--- config.mk ---
export PLATFORM = sky130hd
export DESIGN_NAME = rtc_irq_ctrl
export DESIGN_NICKNAME = d
export VERILOG_FILES = /design/src/rtl/rtc_irq_pkg.sv /design/src/rtl/irq_flag_cell.sv /design/src/rtl/irq_flag_bank.sv /design/src/rtl/irq_req_merge.sv /design/src/rtl/rtc_irq_ctrl.sv
export SDC_FILE = /design/constraint.sdc
export NUM_CORES = 1
export LEC_CHECK = 0
export ABC_CLOCK_PERIOD_IN_PS = 2100
export BUFFER_PORTS_ARGS = -buffer_cell sky130_fd_sc_hd__buf_2
export CAP_MARGIN = 20
export CORE_AREA = 2 2 39 41
export CTS_BUF_LIST = sky130_fd_sc_hd__clkbuf_4 sky130_fd_sc_hd__clkbuf_8
export DETAILED_ROUTE_END_ITERATION = 8
export DIE_AREA = 0 0 41 43
export SYNTH_ARGS = -nofsm -noshare
export SYNTH_HDL_FRONTEND = slang
export SYNTH_SLANG_ARGS = --single-unit
--- constraint.sdc ---
create_clock -name clk -period 2.1 [get_ports clk]
set_input_delay 0.315 -clock clk [delete_from_list [all_inputs] [get_ports clk]]
set_output_delay 0.315 -clock clk [all_outputs]
set_load 0.05 [all_outputs]
--- src/rtl/rtc_irq_pkg.sv ---
package rtc_irq_pkg;

    localparam int NSRC     = 3;
    localparam int PAD_W    = 4;
    localparam int STAT_W   = 1 + NSRC + PAD_W;

    // vector index of each source; index i lands at status bit PAD_W+i
    localparam int SRC_UPDATE   = 0;
    localparam int SRC_ALARM    = 1;
    localparam int SRC_PERIODIC = 2;

    typedef logic [NSRC-1:0] src_vec_t;

    typedef struct packed {
        logic             summary;
        src_vec_t         flags;
        logic [PAD_W-1:0] pad;
    } stat_byte_t;

    function automatic stat_byte_t pack_status(input logic summary, input src_vec_t flags);
        stat_byte_t s;
        s.summary = summary;
        s.flags   = flags;
        s.pad     = '0;
        return s;
    endfunction

endpackage

--- src/rtl/irq_flag_cell.sv ---
module irq_flag_cell (
    input  logic clk,
    input  logic rst,
    input  logic live,
    input  logic evt,
    input  logic clr,
    output logic q
);

    always_ff @(posedge clk) begin
        if (rst || !live) begin
            q <= 1'b0;
        end else if (evt) begin
            q <= 1'b1;          // a new event beats a concurrent clear
        end else if (clr) begin
            q <= 1'b0;
        end
    end

    p_set_r1: assert property (@(posedge clk) disable iff (rst)
        (live && evt) |=> q);

    p_evt_wins_r6: assert property (@(posedge clk) disable iff (rst)
        (live && evt && clr) |=> q);

    p_clear_r5: assert property (@(posedge clk) disable iff (rst)
        (live && clr && !evt) |=> !q);

    p_pin_r8: assert property (@(posedge clk) disable iff (rst)
        !live |=> !q);

    p_hold_r10: assert property (@(posedge clk) disable iff (rst)
        (live && !evt && !clr) |=> $stable(q));

endmodule

--- src/rtl/irq_flag_bank.sv ---
module irq_flag_bank
    import rtc_irq_pkg::*;
(
    input  logic     clk,
    input  logic     rst,
    input  logic     live,
    input  src_vec_t evt,
    input  logic     rd_done,
    output src_vec_t flags
);

    for (genvar i = 0; i < NSRC; i++) begin : g_cell
        logic clr_i;
        // only bits that were read as set are cleared
        assign clr_i = rd_done & flags[i];
        irq_flag_cell u_cell (
            .clk  (clk),
            .rst  (rst),
            .live (live),
            .evt  (evt[i]),
            .clr  (clr_i),
            .q    (flags[i])
        );
    end

endmodule

--- src/rtl/irq_req_merge.sv ---
module irq_req_merge
    import rtc_irq_pkg::*;
(
    input  logic     live,
    input  src_vec_t flags,
    input  src_vec_t en,
    output logic     req
);

    src_vec_t armed;

    always_comb begin
        armed = flags & (live ? en : '0);
        req   = |armed;
    end

endmodule

--- src/rtl/rtc_irq_ctrl.sv ---
module rtc_irq_ctrl
    import rtc_irq_pkg::*;
(
    input  logic              clk,
    input  logic              rst,
    input  logic              rst_pin_n,
    input  logic              evt_periodic,
    input  logic              evt_alarm,
    input  logic              evt_update,
    input  logic              en_periodic,
    input  logic              en_alarm,
    input  logic              en_update,
    input  logic              stat_rd,
    output logic [STAT_W-1:0] stat_rdata,
    output logic              irq_drive_low
);

    src_vec_t   evt_v;
    src_vec_t   en_v;
    src_vec_t   flags;
    logic       rd_ok;
    logic       req;
    stat_byte_t stat;

    always_comb begin
        evt_v               = '0;
        evt_v[SRC_UPDATE]   = evt_update;
        evt_v[SRC_ALARM]    = evt_alarm;
        evt_v[SRC_PERIODIC] = evt_periodic;
        en_v                = '0;
        en_v[SRC_UPDATE]    = en_update;
        en_v[SRC_ALARM]     = en_alarm;
        en_v[SRC_PERIODIC]  = en_periodic;
    end

    assign rd_ok = stat_rd & rst_pin_n;

    irq_flag_bank u_bank (
        .clk     (clk),
        .rst     (rst),
        .live    (rst_pin_n),
        .evt     (evt_v),
        .rd_done (rd_ok),
        .flags   (flags)
    );

    irq_req_merge u_merge (
        .live  (rst_pin_n),
        .flags (flags),
        .en    (en_v),
        .req   (req)
    );

    always_comb begin
        stat = rst_pin_n ? pack_status(req, flags) : '0;
    end

    assign stat_rdata    = stat;
    assign irq_drive_low = req;

    p_release_r8: assert property (@(posedge clk) disable iff (rst)
        !rst_pin_n |-> (!irq_drive_low && stat_rdata == '0));

    p_read_drops_req_r5: assert property (@(posedge clk) disable iff (rst)
        (rd_ok && !evt_periodic && !evt_alarm && !evt_update) |=> !irq_drive_low);

endmodule

* Word level (Yosys, flattened, before mapping) *
Index checks and enable logic that the tools add are counted.

word-level totals
  logic and storage cells = 22
  register bits after elaboration = 3

operators by class
  reductions and logical operators = 6
  bitwise logic cells = 5
  muxes and demuxes = 8

operators with widths
  cell                number
  8-bit two-way mux   1
  1-bit two-way mux   6
  2-bit nonzero test  3
  1-bit AND           4
  3-bit AND           1
  3-bit two-way mux   1
  3-bit OR reduction  1
  1-bit logical NOT   1
  1-bit logical OR    1

* Depth between registers and ports, before layout *
  depth after elaboration = 4
  gate-level depth with buffers = 2

* Modules after synthesis *
Synthesis repeated with hierarchy kept, for this count alone.

unflattened totals
  cells, all modules = 27
  area total of the unflattened synthesis = 220.2 um^2

modules (own cells, without submodules)
  module         cells each  area each (um^2)  times used
  irq_flag_cell  4           40.0              3
  rtc_irq_ctrl   10          65.1              1
  irq_flag_bank  3           18.8              1
  irq_req_merge  2           16.3              1

* Least setup slack after synthesis *
No wires, ideal clock.

  kind = input port to output port
  start = in rst_pin_n
  end = out irq_drive_low
  path slack = 0.658 ns
  required time = 1.785 ns
  data arrival time = 1.127 ns
  stages on the path = 2
  cell sequence = and2_2 a221o_1

between the ends
  word-level cells in the longest chain between the ends = 3

RTL lines
  what                line                 source
  start, declared     rtc_irq_ctrl.sv:6    input logic rst_pin_n,
  3-bit two-way mux   irq_req_merge.sv:13  armed = flags & (live ? en : '0);
  3-bit AND           irq_req_merge.sv:13
  3-bit OR reduction  irq_req_merge.sv:14  req = |armed;
  end, declared       rtc_irq_ctrl.sv:15   output logic irq_drive_low

No other way between the ends.

* Worst setup path after layout *
  start = reg u_bank.g_cell[2].u_cell.q
  end = out stat_rdata[7]

between the ends
  word-level cells in the longest chain between the ends = 3

RTL lines
  what                    line                 source
  start, declared         irq_flag_cell.sv:7   output logic q
  start signal, assigned  irq_flag_cell.sv:12  q <= 1'b0;
  start signal, assigned  irq_flag_cell.sv:14  q <= 1'b1;
  start signal, assigned  irq_flag_cell.sv:16  q <= 1'b0;
  3-bit AND               irq_req_merge.sv:13
  3-bit OR reduction      irq_req_merge.sv:14
  8-bit two-way mux       rtc_irq_ctrl.sv:55   stat = rst_pin_n ? pack_status(req, flags) : '0;
  end, declared           rtc_irq_ctrl.sv:14   output logic [STAT_W-1:0] stat_rdata,

No other way between the ends.

==> results.sh <==
export IMPL_antenna_left=0
export IMPL_cts_made_buffers=3
export IMPL_grt_setup_unrepaired="false"
export IMPL_clk_pin_slew_worst_paths_ns=0.04
export IMPL_timing_final_crit_share_pct=72.4
export IMPL_cts_max_path_buffers=2
export IMPL_critical_path_max_stage_delay_ns=0.32
export IMPL_finish_cell_count_without_fillers=57
export IMPL_timing_critical_path_max_delay_family="compound AO/OA/AOI/OAI gates"
export IMPL_maxClockFrequency_mhz=658
export IMPL_cell_count_after_synthesis=24
export IMPL_gr_usage_all_layers_pct=5.51
export IMPL_critPathArrivalTime_ns=1.20
export IMPL_antenna_violations_before_repair=0
export IMPL_finClkSkew_ns=0
export IMPL_path_buf_inv=1
export IMPL_critPathSlowestCell="a221o_1"
export IMPL_placement_rows=14
export IMPL_core_region_area_um2=1380
export IMPL_synth_seq_area_share_pct=30.4
export IMPL_synthesis_yosys_warnings=0
export IMPL_drt_first_iter_violations=2
export IMPL_met2_layer_wire_length_in_the_routed_design_um=209
export IMPL_floorplan_io_pins=19
export IMPL_cells_resized_by_post_cts_repair=0
export IMPL_die_width_um=41
export IMPL_syn_to_final_growth_pct=51.3
export IMPL_tritoncts="built"
export IMPL_grt_start_max_net_pins=6
export IMPL_io_buffers=14
export IMPL_max_cap_violations=0
export IMPL_drc_violation_count_after_routing=0
export IMPL_timing_max_transition_violations_final=0
export IMPL_cp_max_fo=3
export IMPL_first_pass_grt_wire_length_um=579
export IMPL_timing_hold_worst_class="in -> reg"
export IMPL_routed_wl_met3_um=53
export IMPL_post_cts_setup_buffer_count=0
export IMPL_final_fill_count=163
export IMPL_initial_core_util_pct=14.3
export IMPL_floorplan_die_height_um=43
export IMPL_final_min_clock_period_ns=1.52
export IMPL_cp_cell_sequence="and2_4 -> a221o_1 -> buf_2"
export IMPL_timing_setup_critical_path_class="reg -> out"
export IMPL_first_pass_drt_iterations=3
export IMPL_critPathCaptureType="primary output"
export IMPL_final_hold_viol_count=0
export IMPL_pleak_nw=0.170
export IMPL_clock_tree_root_cell="clkbuf_4"
export IMPL_hold_buffers=0
export IMPL_total_detailed_routing_wirelength_um=424
export IMPL_clk_latency_ns=0.23
export IMPL_cp_start_kind="flip-flop"
export IMPL_vias_per_cell=3.40
export IMPL_htree_levels=1
export IMPL_number_of_cells_in_the_design_after_placement=53
export IMPL_via_count=194
export IMPL_registers_top_by_ff_count="u_bank.g_cell.u_cell.q"
export IMPL_m1WireLength_um=161
export IMPL_top_signal_layer_used="met3"
export IMPL_tritoncts_num_sinks=3
export IMPL_total_inserted_antenna_cells=0
export IMPL_tns_ns=0
export IMPL_largest_register_ffs=3
export IMPL_drt_wirelength_per_cell_um=7.44
export IMPL_status="finished, final reports clean"
export IMPL_timing_critical_path_required_ns=1.78
export IMPL_routabilityCongestion=0.585
export IMPL_design_final_nets=52
export IMPL_top_regs="u_bank.g_cell.u_cell.q (3)"
export IMPL_yosysUniqueCellTypes=11
export IMPL_setup_violations=0
export IMPL_first_global_vias=179
export IMPL_syn_mean_instance_area_um2=8.24
export IMPL_fraction_of_layout_cells_with_a_size_suffix_above_1_pct=53.7
export IMPL_max_vdd_ir_drop_mv=0.231
export IMPL_pwr_density_cell_nw_per_um2=759
export IMPL_grt_overflow=0
export IMPL_post_synthesis_instance_area_um2=198
export IMPL_floorplan_die_area_um2=1760
export IMPL_ys_ff_latch=3
[tightest hold or removal path, cell delays in order]
cell     delay, ns
buf_2         0.09
inv_1         0.04
a21oi_1       0.05
[power breakdown]
group	total [mW]	switching [mW]	leakage (nW)	internal [mW]
clock	0.115	0.0305	0.0184	0.0841
sequential	0.0611	0.00122	0.0247	0.0599
combinational	0.0511	0.0369	0.127	0.0142
[layer usage]
layer | global-route usage [%] | vias up
met5 | 0 | -
met4 | 8.00 | 0
met3 | 1.57 | 0
met2 | 7.81 | 13
met1 | 4.79 | 78
li1 | - | 103
[area by class of cell]
cell class | count | area (um^2) | area share, %
multi-input combinational | 17 | 108 | 36.0
timing repair buffer | 14 | 70.1 | 23.4
sequential | 3 | 60.1 | 20.1
clock buffer | 4 | 30.0 | 10.0
tap | 16 | 20.0 | 6.69
inverter | 3 | 11.3 | 3.77
[worst paths after layout]
path                                           startpoint                        end  slack, ns  depth (start not counted)
worst min register to register  u_bank.g_cell[1].u_cell.q  u_bank.g_cell[1].u_cell.q       0.48                          2
worst max-delay path            u_bank.g_cell[2].u_cell.q              stat_rdata[7]       0.58                          3
worst max register to register  u_bank.g_cell[2].u_cell.q  u_bank.g_cell[2].u_cell.q       1.52                          2
worst min-delay path                            evt_alarm  u_bank.g_cell[1].u_cell.q       0.32                          3
[synth_stat cells]
cell type	count	area, um^2
inv_1	3	11.3
dfxtp_1	3	60.1
nand2b_1	3	18.8
conb_1	1	3.75
and3_2	1	7.51
a221o_1	2	20.0
a21oi_1	3	15.0
and2_2	2	15.0
and2_4	1	8.76
buf_4	4	30.0
or2b_1	1	7.51
[logic make-up (layout without fill, tap and decap cells)]
family                 after synthesis  count (layout)  share of synthesized area [%]
AO/OA/AOI/OAI                        5               5                           17.7
other                                1               4                           1.90
buffers and inverters                7              21                           20.9
AND/OR/NAND/NOR                      8               8                           29.1
flip-flops                           3               3                           30.4
[cell usage in the layout, fill, tap and decap left out]
| master | synthesis | final |
|---|---|---|
| clkbuf_4 | 0 | 4 |
| and2_4 | 1 | 1 |
| conb_1 | 1 | 4 |
| a21oi_1 | 3 | 3 |
| or2b_1 | 1 | 1 |
| buf_2 | 0 | 14 |
| dfxtp_1 | 3 | 3 |
| inv_1 | 3 | 3 |
| a221o_1 | 2 | 2 |
| nand2b_1 | 3 | 3 |
| and2_2 | 2 | 2 |
| and3_2 | 1 | 1 |
[metrics by stage]
step / setup WS [ns] / hold slack [ns] / utilization, % / total power, mW / area (um^2)
global placement: 0.654 / 0.464 / 19.4 / 0.113 / 269
global route: 0.517 / 0.316 / 21.6 / 0.239 / 299
detailed placement: 0.650 / 0.467 / 19.4 / 0.113 / 269
floorplan: 0.658 / 0.443 / - / 0.105 / 209
CTS: 0.566 / 0.308 / 21.6 / 0.232 / 299
finish: 0.580 / 0.317 / 21.6 / 0.227 / 299
No activity file was read; power rests on OpenSTA's default activity.
